[src/rtl/resv_pkg.sv]
package resv_pkg;

  typedef enum logic {
    OP_LRSV = 1'b0,
    OP_SCND = 1'b1
  } resv_op_e;

  localparam int SZ_W    = 3;
  localparam int NUM_SZ  = 5;

  function automatic logic size_legal(input logic [SZ_W-1:0] code);
    return 32'(code) < NUM_SZ;
  endfunction

endpackage

[src/rtl/resv_agen.sv]
module resv_agen #(
  parameter int REG_W  = 64,
  parameter int ADDR_W = 64
) (
  input  logic              ra_zero,
  input  logic [REG_W-1:0]  ra_val,
  input  logic [REG_W-1:0]  rb_val,
  output logic [ADDR_W-1:0] ea
);
  logic [REG_W-1:0] base;
  logic [REG_W-1:0] sum;

  assign base = ra_zero ? '0 : ra_val;
  assign sum  = base + rb_val;
  assign ea   = sum[ADDR_W-1:0];
endmodule

[src/rtl/resv_track.sv]
module resv_track #(
  parameter int ADDR_W          = 64,
  parameter int PAGE_BYTES      = 4096,
  parameter bit SAME_PAGE_STORE = 1'b0
) (
  input  logic              clk,
  input  logic              rst,
  input  logic              ld_fire,
  input  logic              st_fire,
  input  logic [2:0]        size,
  input  logic [ADDR_W-1:0] ea,
  output logic              grant
);
  localparam int PG_SH = $clog2(PAGE_BYTES);

  logic              held;
  logic [2:0]        held_len;
  logic [ADDR_W-1:0] held_addr;
  logic              exact;
  logic              same_pg;

  always_ff @(posedge clk) begin
    if (rst) begin
      held      <= 1'b0;
      held_len  <= '0;
      held_addr <= '0;
    end else if (ld_fire) begin
      held      <= 1'b1;
      held_len  <= size;
      held_addr <= ea;
    end else if (st_fire) begin
      held      <= 1'b0;
    end
  end

  assign exact   = held && (held_len == size) && (held_addr == ea);
  assign same_pg = held && !exact &&
                   (held_addr[ADDR_W-1:PG_SH] == ea[ADDR_W-1:PG_SH]);

  generate
    if (SAME_PAGE_STORE) begin : g_pg_store
      assign grant = exact || same_pg;
    end else begin : g_pg_drop
      assign grant = exact;
    end
  endgenerate
endmodule

[src/rtl/resv_lanes.sv]
module resv_lanes #(
  parameter int REG_W = 64
) (
  input  logic [2:0]         size,
  input  logic [REG_W-1:0]   src_lo,
  input  logic [REG_W-1:0]   src_hi,
  input  logic [2*REG_W-1:0] rdata,
  output logic [REG_W/4-1:0] be,
  output logic [2*REG_W-1:0] wdata,
  output logic [REG_W-1:0]   ld_lo,
  output logic [REG_W-1:0]   ld_hi
);
  localparam int LANE_N = REG_W / 4;

  logic [2*REG_W-1:0] src;
  logic [2*REG_W-1:0] ld;

  assign src = {src_hi, src_lo};

  for (genvar b = 0; b < LANE_N; b++) begin : g_lane
    assign be[b]            = 32'(b) < (32'd1 << size);
    assign wdata[8*b +: 8]  = be[b] ? src[8*b +: 8]   : 8'h00;
    assign ld[8*b +: 8]     = be[b] ? rdata[8*b +: 8] : 8'h00;
  end

  assign ld_lo = ld[REG_W-1:0];
  assign ld_hi = ld[2*REG_W-1:REG_W];
endmodule

[src/rtl/resv_unit.sv]
module resv_unit #(
  parameter int REG_W           = 64,
  parameter int ADDR_W          = 64,
  parameter int PAGE_BYTES      = 4096,
  parameter bit SAME_PAGE_STORE = 1'b0
) (
  input  logic               clk,
  input  logic               rst,
  input  logic               op_valid,
  input  logic               op_kind,
  input  logic [2:0]         op_size,
  input  logic               ra_zero,
  input  logic [REG_W-1:0]   ra_val,
  input  logic [REG_W-1:0]   rb_val,
  input  logic [REG_W-1:0]   src_lo,
  input  logic [REG_W-1:0]   src_hi,
  input  logic               so_in,
  output logic               mem_req,
  output logic               mem_we,
  output logic [ADDR_W-1:0]  mem_addr,
  output logic [REG_W/4-1:0] mem_be,
  output logic [2*REG_W-1:0] mem_wdata,
  input  logic [2*REG_W-1:0] mem_rdata,
  output logic               out_valid,
  output logic               out_is_store,
  output logic [3:0]         out_cr,
  output logic [REG_W-1:0]   out_lo,
  output logic [REG_W-1:0]   out_hi
);
  import resv_pkg::*;

  resv_op_e          kind;
  logic              live;
  logic              ld_fire;
  logic              st_fire;
  logic              grant;
  logic [ADDR_W-1:0] ea;
  logic [REG_W-1:0]  ld_lo;
  logic [REG_W-1:0]  ld_hi;

  assign kind    = resv_op_e'(op_kind);
  assign live    = op_valid && size_legal(op_size);
  assign ld_fire = live && (kind == OP_LRSV);
  assign st_fire = live && (kind == OP_SCND);

  resv_agen #(.REG_W(REG_W), .ADDR_W(ADDR_W)) u_agen (
    .ra_zero (ra_zero),
    .ra_val  (ra_val),
    .rb_val  (rb_val),
    .ea      (ea)
  );

  resv_track #(
    .ADDR_W(ADDR_W), .PAGE_BYTES(PAGE_BYTES), .SAME_PAGE_STORE(SAME_PAGE_STORE)
  ) u_track (
    .clk     (clk),
    .rst     (rst),
    .ld_fire (ld_fire),
    .st_fire (st_fire),
    .size    (op_size),
    .ea      (ea),
    .grant   (grant)
  );

  resv_lanes #(.REG_W(REG_W)) u_lanes (
    .size   (op_size),
    .src_lo (src_lo),
    .src_hi (src_hi),
    .rdata  (mem_rdata),
    .be     (mem_be),
    .wdata  (mem_wdata),
    .ld_lo  (ld_lo),
    .ld_hi  (ld_hi)
  );

  assign mem_req  = live;
  assign mem_we   = st_fire && grant;
  assign mem_addr = ea;

  always_ff @(posedge clk) begin
    if (rst) begin
      out_valid    <= 1'b0;
      out_is_store <= 1'b0;
      out_cr       <= '0;
      out_lo       <= '0;
      out_hi       <= '0;
    end else begin
      out_valid <= live;
      if (live) begin
        out_is_store <= st_fire;
        out_cr       <= st_fire ? {2'b00, grant, so_in} : 4'b0000;
        out_lo       <= st_fire ? '0 : ld_lo;
        out_hi       <= st_fire ? '0 : ld_hi;
      end
    end
  end
endmodule

[config.mk]
export PLATFORM = sky130hd
export DESIGN_NAME = resv_unit
export DESIGN_NICKNAME = d
export VERILOG_FILES = /design/src/rtl/resv_pkg.sv /design/src/rtl/resv_agen.sv /design/src/rtl/resv_track.sv /design/src/rtl/resv_lanes.sv /design/src/rtl/resv_unit.sv
export SDC_FILE = /design/constraint.sdc
export NUM_CORES = 1
export LEC_CHECK = 0
export CAP_MARGIN = 25
export CORE_AREA = 2 2 289 291
export CTS_CLUSTER_DIAMETER = 30
export CTS_CLUSTER_SIZE = 40
export DETAILED_ROUTE_END_ITERATION = 7
export DIE_AREA = 0 0 291 293
export PLACE_DENSITY = 0.48
export SLEW_MARGIN = 20
export SYNTH_ARGS = -nofsm -noshare
export SYNTH_HDL_FRONTEND = slang
export SYNTH_SLANG_ARGS = --single-unit
[constraint.sdc]
create_clock -name clk -period 13.7 [get_ports clk]
set_clock_uncertainty 0.2 [all_clocks]
set_input_delay 2.055 -clock clk [delete_from_list [all_inputs] [get_ports clk]]
set_output_delay 2.055 -clock clk [all_outputs]
set_load 0.05 [all_outputs]
After elaboration in Yosys (flattened, before gate mapping). Cells that the tools add are included.

Add/subtract/negate cells: 1. Order comparisons: 17. Eq/ne operators: 2. Shift operators: 1. Multiplexer cells: 38. Bitwise gates (word level): 1. Reductions and logical operators: 7.

Operators with widths (count): 4-bit by 32-bit < comparator with 1-bit output (first input constant) (8); 8-bit two-way mux (32); 64-bit two-way mux (3); 3-bit by 32-bit < comparator with 1-bit output (first input constant) (4); 64-bit adder (1); 64-bit equality test (1); 1-bit by 32-bit < comparator with 1-bit output (first input constant) (2); 2-bit by 32-bit < comparator with 1-bit output (first input constant) (2); 1-bit by 3-bit left shift with 32-bit output (first input constant) (1); 1-bit logical AND (6); 3-bit equality test (1); 3-bit < comparator (second input constant) (1); 1-bit two-way mux (2); 2-bit two-way mux (1); 2-bit nonzero test (1); 1-bit NOT (1).

Register bits after elaboration: 202. Input port bits: 393. Output and inout bits: 344. Word-level logic and storage cells: 75.

Depth between registers and ports, before layout. Gate-level depths: netlist of the first run.

Depth in word-level cells: 5. Gate-level depth with buffers: 18. Depth with buffers taken out: 16.

Cells and area by module. A second synthesis of the first run with hierarchy kept.

Cell total of the unflattened synthesis: 1875. Area, all modules: 14777.9 sq um.

By module, submodules not included: resv_unit (instances 1, cells an instance 623, area an instance 5517.8 sq um, seq. area each 2642.5 sq um); resv_agen (instances 1, cells an instance 629, area an instance 4225.3 sq um, seq. area each 0.0 sq um); resv_track (instances 1, cells an instance 323, area an instance 3149.3 sq um, seq. area each 1361.3 sq um); resv_lanes (instances 1, cells an instance 300, area an instance 1885.6 sq um, seq. area each 0.0 sq um).

Worst setup path before layout of the first run. Ideal clock, no wire load.

Path kind: input to output. Start: input ra_zero. End: output mem_we. Arrival time: 7932 ps. Required time: 11445 ps. Setup slack: 3513 ps. Cell stages on the path: 17. Path buffers: 3. Cells stage by stage: clkbuf_1 > clkbuf_1 > nor2b_1 > ha_1 > nand2_2 > nor4_4 > nand3_1 > a31o_1 > and3_1 > buf_6 > nor3b_1 > nor4b_1 > xnor2_1 > nand4_1 > nor4_1 > nand4_1 > nor3_1.

Cells in the longest elaborated chain, start to end: 5.

Ends and longest elaborated chain: start, declared (RTL line resv_unit.sv:12) `input logic ra_zero,`; 64-bit two-way mux (RTL line resv_agen.sv:13) `assign base = ra_zero ? '0 : ra_val;`; 64-bit adder (RTL line resv_agen.sv:14) `assign sum = base + rb_val;`; net mem_addr[53] (RTL line resv_unit.sv:20) `output logic [ADDR_W-1:0] mem_addr,`; 64-bit equality test (RTL line resv_track.sv:36) `assign exact = held && (held_len == size) && (held_addr == ea);`; 1-bit logical AND (RTL line resv_track.sv:36); 1-bit logical AND (RTL line resv_unit.sv:77) `assign mem_we = st_fire && grant;`; end, declared (RTL line resv_unit.sv:19) `output logic mem_we,`.

The timed path passes the listed nets, and every way through them passes these cells.

Worst setup path after layout of the first run.
Start: input ra_zero. End: output mem_we.

Cells in the longest elaborated chain, start to end: 5.

Ends and longest elaborated chain (RTL line): 64-bit two-way mux (resv_agen.sv:13); 64-bit adder (resv_agen.sv:14); 64-bit equality test (resv_track.sv:36); 1-bit logical AND (resv_track.sv:36); 1-bit logical AND (resv_unit.sv:77).

Every way passes these cells.

==> flow_metrics.env, run 1 <==
export IMPL_clk_pin_slew_ns=0.08
export IMPL_status="finished clean"
export IMPL_timing_final_ws_setup_ns=3.00
export IMPL_ioPinCount=737
export IMPL_grt_pass1_wl_um=138000
export IMPL_cts_tree="built"
export IMPL_floorplan_rows=105
export IMPL_avgSynthCellArea_um2=8.02
export IMPL_power_density_nw_per_um2=99.2
export IMPL_track_usage=0.228
export IMPL_vias=16900
export IMPL_gp_congestion=0.953
export IMPL_end_kind="primary output"
export IMPL_timing_rr_end="out_cr[1]$_SDFFE_PP0P_"
export IMPL_drive_gt1_frac=0.0410
export IMPL_fin_crit_ns=10.70
export IMPL_grt_max_degree=82
export IMPL_maxCapViolCount=0
export IMPL_post_cts_setup_buffers=0
export IMPL_cp_start_kind="input pin"
export IMPL_routed_via_density=4.87
export IMPL_die_area_um2=85300
export IMPL_synth_seq_cells=200
export IMPL_critical_path_required_ns=11.44
export IMPL_path_buf_inv=2
export IMPL_final_hold_viol_count=0
export IMPL_cts_num_sinks=200
export IMPL_timing_final_crit_share=0.781
export IMPL_p_leak_nw=8.27
export IMPL_worstMarginPinSlew_ns=0.973
export IMPL_pre_cts_slack_ns=3.04
export IMPL_ys_warn_count=0
export IMPL_htreeDepth=4
export IMPL_portBuffers=717
export IMPL_syn_inst=1738
export IMPL_cts_resized=0
export IMPL_rsz0062_at_grt="no"
export IMPL_cts_buffers=17
export IMPL_vdd_ir_drop_max_mv=0.0881
export IMPL_path_cells="buf_2 -> nor2b_1 -> ha_1 -> nand4_1 -> nor2_1 -> o21ai_1 -> a221oi_1 -> o22ai_1 -> xnor2_1 -> o22ai_1 -> nor4_1 -> nand3_1 -> nor4_1 -> nand4_1 -> nor3_1 -> clkdlybuf4s50_1"
export IMPL_relSlewSlack=0.346
export IMPL_cts_root_buffer="clkbuf_16"
export IMPL_clk_latency_ns=0.49
export IMPL_synth_seq_area_share=0.287
export IMPL_critPathKind="in2out"
export IMPL_clock_fmax_ghz=0.0935
export IMPL_postSynth_asyncResetShare=0
export IMPL_drt_total_wl_um=101000
export IMPL_tns_ns=0
export IMPL_antenna_found_initial=47
export IMPL_final_setup_viol_count=0
export IMPL_synth_edf_count=0
export IMPL_dieWidth_um=291
export IMPL_overflow=0
export IMPL_cp_data_arrival_time_ns=8.44
export IMPL_slew_viol_final=0
export IMPL_rrSetupSlack_ns=9.35
export IMPL_grt_pass1_vias=16700
export IMPL_nets=2812
export IMPL_drtIter0Drc=1564
export IMPL_holdPathStages=2
export IMPL_first_pass_iters=8
export IMPL_reg2reg_depth=12
export IMPL_initial_core_util=0.170
export IMPL_critPathTopFamily="simple AND/OR/NAND/NOR gates"
export IMPL_routedWlPerCell_um=29.2
export IMPL_cts_hold_fix_buffers=0
export IMPL_syn_area_um2=13900
export IMPL_clk_path_buf_depth=2
export IMPL_min_to="out_cr[1]$_SDFFE_PP0P_"
export IMPL_drc=0
export IMPL_synthFlopType="dfxtp_1"
export IMPL_critPathSlowestCell="clkdlybuf4s50_1"
export IMPL_die_y_um=293
export IMPL_detail_route_antenna_nets=0
export IMPL_rr_startpoint="u_track.held_len[2]$_SDFFE_PP0P_"
export IMPL_synth_cell_types=93
export IMPL_hold_path_class="reg2reg"
export IMPL_syn_to_final_growth_pct=62.9
export IMPL_hold_start="out_cr[1]$_SDFFE_PP0P_"
export IMPL_place_hpwl_um=85600
export IMPL_critical_path_max_stage_delay_ns=0.88
export IMPL_cp_max_fo=33
export IMPL_fp_coreArea_um2=81800
## sequential cells by signal (all words and copies together), names as in the netlist
register and count:
out_is_store 1, u_track.held_addr 64, out_valid 1, out_hi 64, u_track.held 1, out_cr 2
out_lo 64, u_track.held_len 3
## power breakdown
part	switching [W]	internal (W)	total, W	leakage, nW
Sequential	0.0000182	0.000603	0.000621	1.62
Clock	0.000325	0.000258	0.000583	0.297
Combinational	0.000681	0.000367	0.00105	6.35
Total	0.00102	0.00123	0.00225	8.27
## layout make-up
cell class              instances  area [µm²]
fillers                      8789       59100
diodes                         27        67.6
well taps                    1070        1340
clock inverters                14         185
multi-input cells            1374        9270
clock buffers                  18         439
repair buffers                736        7300
inverters                      26        97.6
flip-flops and latches        200        4000
## how the worst max path moves through the flow
stage	startpoint	depth (start not counted)	slack (ns)	end
2_1_floorplan	ra_zero	17	3.51	mem_we
3_3_place_gp	ra_zero	17	2.78	mem_we
3_5_place_dp	ra_zero	16	3.04	mem_we
4_1_cts	ra_zero	16	3.01	mem_we
5_1_grt	ra_zero	16	2.65	mem_we
6_report	ra_zero	16	3.00	mem_we
## cell usage after synthesis, types with 22 or more instances
| cell type | count | share of area |
|---|---|---|
| a21o_1 | 22 | 0.012 |
| a21oi_1 | 109 | 0.039 |
| a22o_1 | 140 | 0.088 |
| a22oi_1 | 57 | 0.031 |
| and2_1 | 120 | 0.054 |
| buf_2 | 27 | 0.0097 |
| clkbuf_1 | 93 | 0.025 |
| dfxtp_1 | 200 | 0.29 |
| ha_1 | 63 | 0.057 |
| inv_1 | 26 | 0.0070 |
| nand2_1 | 110 | 0.030 |
| nand3_1 | 33 | 0.012 |
| nand4_1 | 46 | 0.021 |
| nor2_1 | 153 | 0.041 |
| nor2b_1 | 77 | 0.035 |
| nor3_1 | 30 | 0.011 |
| o21ai_0 | 71 | 0.025 |
| xnor2_1 | 70 | 0.044 |
| xor2_1 | 45 | 0.028 |
## cell usage in the layout, fill, tap and decap left out, types with 8 or more instances in the layout
cell	n
clkdlybuf4s50_1	714
dfxtp_1	200
nor2_1	151
a22o_1	140
and2_1	118
a21oi_1	109
nand2_1	109
nor2b_1	77
o21ai_0	71
xnor2_1	70
ha_1	63
a22oi_1	57
nand4_1	46
xor2_1	45
nand3_1	33
nor3_1	29
diode_2	27
inv_1	26
a21o_1	22
buf_4	19
clkbuf_16	17
o21a_1	14
nor4_1	14
o21ai_1	13
a31oi_1	10
o22ai_1	9
nand2b_1	8
o211ai_1	8
## stage by stage
step           hold WS (ns)  std cells  power, W   util  cell area (µm²)
6_report              0.261       3465   0.00225  0.277            22700
5_1_grt               0.294       3459   0.00234  0.277            22700
4_1_cts               0.266       3438   0.00228  0.277            22600
3_5_place_dp          0.245       3406   0.00168  0.269            22000
3_3_place_gp          0.236       3405   0.00168  0.269            22000
2_1_floorplan         0.226       1739   0.00122      -            13900
## worst min-delay path: stages, from the launching register on
cell	delay, ns
dfxtp_1	0.32
nand2_1	0.05
o31ai_1	0.05
## per-layer routing
metal	routed length, µm	vias to the layer above	track usage
met2	48100	897	0.375
li1	-	7588	-
met3	6050	147	0.0376
met1	42800	8234	0.289
met5	13	-	0
met4	4150	2	0.114
## kinds of logic (layout without fill, tap and decap cells)
logic type                 Yosys count  after routing  synth area share
and+or+nand+nor                    645            645             0.242
AOI/OAI and AO/OA                  537            537             0.275
DFF                                200            200             0.287
buffers and inverters              165            794            0.0513
xor gates and xnor gates           121            121            0.0821
adders and majority gates           64             64            0.0580
muxes                                4              4           0.00296
other                                2             30          0.000539
(Power assumes the default switching activity.)
==> inputs of run 2 (changes only) <==
Settings changed: PLACE_DENSITY 0.48 to 0.5.
Clock period 13.7 ns to 9.6 ns, I/O delays scaled along.
==> run 2 against run 1 <==
Compared with the run above: sequential share of layout area shrank 0.067 points; combinational power rose by 42%; hold slack got worse by 0.0013 ns; first-iteration DRC count increased by 0.51%; final area is 0.38% higher; non-clock buffer count rose by 12; critical path depth rose by 1; register-to-register slack worse by 4.4 ns; flip-flop and latch count unchanged; clock-buffer cell count fell by 1; via count shrank 1.0%.
==> flow_metrics.env, run 2 (same netlist as run 1, synthesis figures left out) <==
export IMPL_grt_pass1_wl_um=135000
export IMPL_htreeDepth=4
export IMPL_slew_viol_final=0
export IMPL_nets=2824
export IMPL_die_y_um=293
export IMPL_worstMarginPinSlew_ns=0.956
export IMPL_cts_hold_fix_buffers=0
export IMPL_floorplan_rows=105
export IMPL_rr_startpoint="u_track.held_len[2]$_SDFFE_PP0P_"
export IMPL_cts_root_buffer="clkbuf_16"
export IMPL_grt_max_degree=81
export IMPL_relSlewSlack=0.358
export IMPL_utilization=0.278
export IMPL_tns_ns=0
export IMPL_largestRegisters="out_hi (64), out_lo (64), u_track.held_addr (64)"
export IMPL_place_hpwl_um=83600
export IMPL_fp_coreArea_um2=81800
export IMPL_drc=0
export IMPL_critPathKind="in2out"
export IMPL_drive_gt1_frac=0.0450
export IMPL_clk_latency_ns=0.50
export IMPL_ioPinCount=737
export IMPL_clock_fmax_ghz=0.116
export IMPL_cts_num_sinks=200
export IMPL_post_cts_setup_buffers=0
export IMPL_cts_resized=0
export IMPL_overflow=0
export IMPL_portBuffers=717
export IMPL_hold_path_class="reg2reg"
export IMPL_initial_core_util=0.170
export IMPL_fill_cells=8888
export IMPL_maxCapViolCount=0
export IMPL_dieWidth_um=291
export IMPL_cp_data_arrival_time_ns=7.02
export IMPL_met2_length_um=46000
export IMPL_first_pass_iters=6
export IMPL_vdd_ir_drop_max_mv=0.116
export IMPL_critPathTopFamily="simple AND/OR/NAND/NOR gates"
export IMPL_p_leak_nw=8.34
export IMPL_status="finished clean"
export IMPL_register_area_um2=4000
export IMPL_vias=16700
export IMPL_fin_crit_ns=8.66
export IMPL_whs_ns=0.259
export IMPL_rsz0062_at_grt="no"
export IMPL_clk_pin_slew_ns=0.09
export IMPL_antenna_found_initial=56
export IMPL_drtIter0Drc=1572
export IMPL_multi_input_area_um2=9250
export IMPL_cts_buffers=17
export IMPL_clk_path_buf_depth=2
export IMPL_detail_route_antenna_nets=0
export IMPL_critical_path_startpoint="ra_zero"
export IMPL_cts_tree="built"
export IMPL_cp_start_kind="input pin"
export IMPL_drt_met1_wl_um=39900
export IMPL_timing_final_ws_setup_ns=0.944
export IMPL_hold_start="out_cr[0]$_SDFFE_PP0P_"
export IMPL_path_cells="buf_2 -> buf_4 -> nor2b_1 -> ha_1 -> nand2_2 -> nor4_4 -> nand3_1 -> a31o_1 -> and3_1 -> nor3b_1 -> nor4b_1 -> xnor2_1 -> nand4_1 -> nor4_1 -> nand4_1 -> nor3_1 -> buf_4"
export IMPL_layout_commonest_cell="clkdlybuf4s50_1"
export IMPL_final_hold_viol_count=0
export IMPL_grt_pass1_vias=16500
export IMPL_critical_path_required_ns=7.96
export IMPL_met3_length_um=8530
export IMPL_pre_cts_slack_ns=0.973
export IMPL_syn_to_final_growth_pct=63.5
export IMPL_cp_max_fo=25
export IMPL_path_buf_inv=3
export IMPL_routedWlPerCell_um=28.6
export IMPL_mostFrequentLayoutCells="713 x clkdlybuf4s50_1, 200 x dfxtp_1, 151 x nor2_1"
export IMPL_maxUsedRoutingLayer="met5"
export IMPL_gp_congestion=0.972
export IMPL_power_density_nw_per_um2=141
export IMPL_drt_total_wl_um=99500
export IMPL_die_area_um2=85300
export IMPL_track_usage=0.225
export IMPL_final_setup_viol_count=0
export IMPL_timing_final_crit_share=0.902
export IMPL_routed_via_density=4.80
export IMPL_critPathSlowestCell="nor4b_1"
export IMPL_end_kind="primary output"
export IMPL_critical_path_max_stage_delay_ns=0.68
[run 2: path summary, 6_finish.rpt]
path	depth (start not counted)	slack [ns]	endpoint
worst max register to register	12	4.98	out_cr[1]$_SDFFE_PP0P_
worst min register to register	2	0.26	out_cr[0]$_SDFFE_PP0P_
worst max-delay path	17	0.94	mem_we
worst min-delay path	2	0.26	out_cr[0]$_SDFFE_PP0P_
[run 2: worst min-delay path: cells and delay by family, from the launching register on]
| family | cells | cell delay, ns |
|---|---|---|
| AO/OA/AOI/OAI | 1 | 0.05 |
| AND/OR/NAND/NOR | 1 | 0.05 |
| flip-flops | 1 | 0.32 |
[run 2: per-layer routing]
metal	global-route usage	vias to the layer above
met5	0	-
met4	0.126	20
met3	0.0722	161
met2	0.358	864
met1	0.268	8063
li1	-	7591
[run 2: stage by stage]
stage	total power, W	cell area (µm²)	std cells
6_report	0.00320	22800	3479
5_1_grt	0.00333	22800	3472
4_1_cts	0.00323	22700	3450
3_5_place_dp	0.00238	22100	3418
3_3_place_gp	0.00239	22100	3418
2_1_floorplan	0.00175	13900	1739
[run 2: power breakdown]
group          switching, W  leakage (nW)  internal (W)
registers         0.0000255          1.62      0.000861
logic              0.000963          6.41      0.000529
clock network      0.000462         0.306      0.000365
total               0.00145          8.34       0.00175
[run 2: layout make-up]
type,count,share of cell area
multi-input combinational,1374,0.406
timing repair buffer,748,0.324
sequential,200,0.176
tap,1070,0.0587
clock buffer,17,0.0187
clock inverter,15,0.00933
inverter,26,0.00428
antenna,29,0.00318
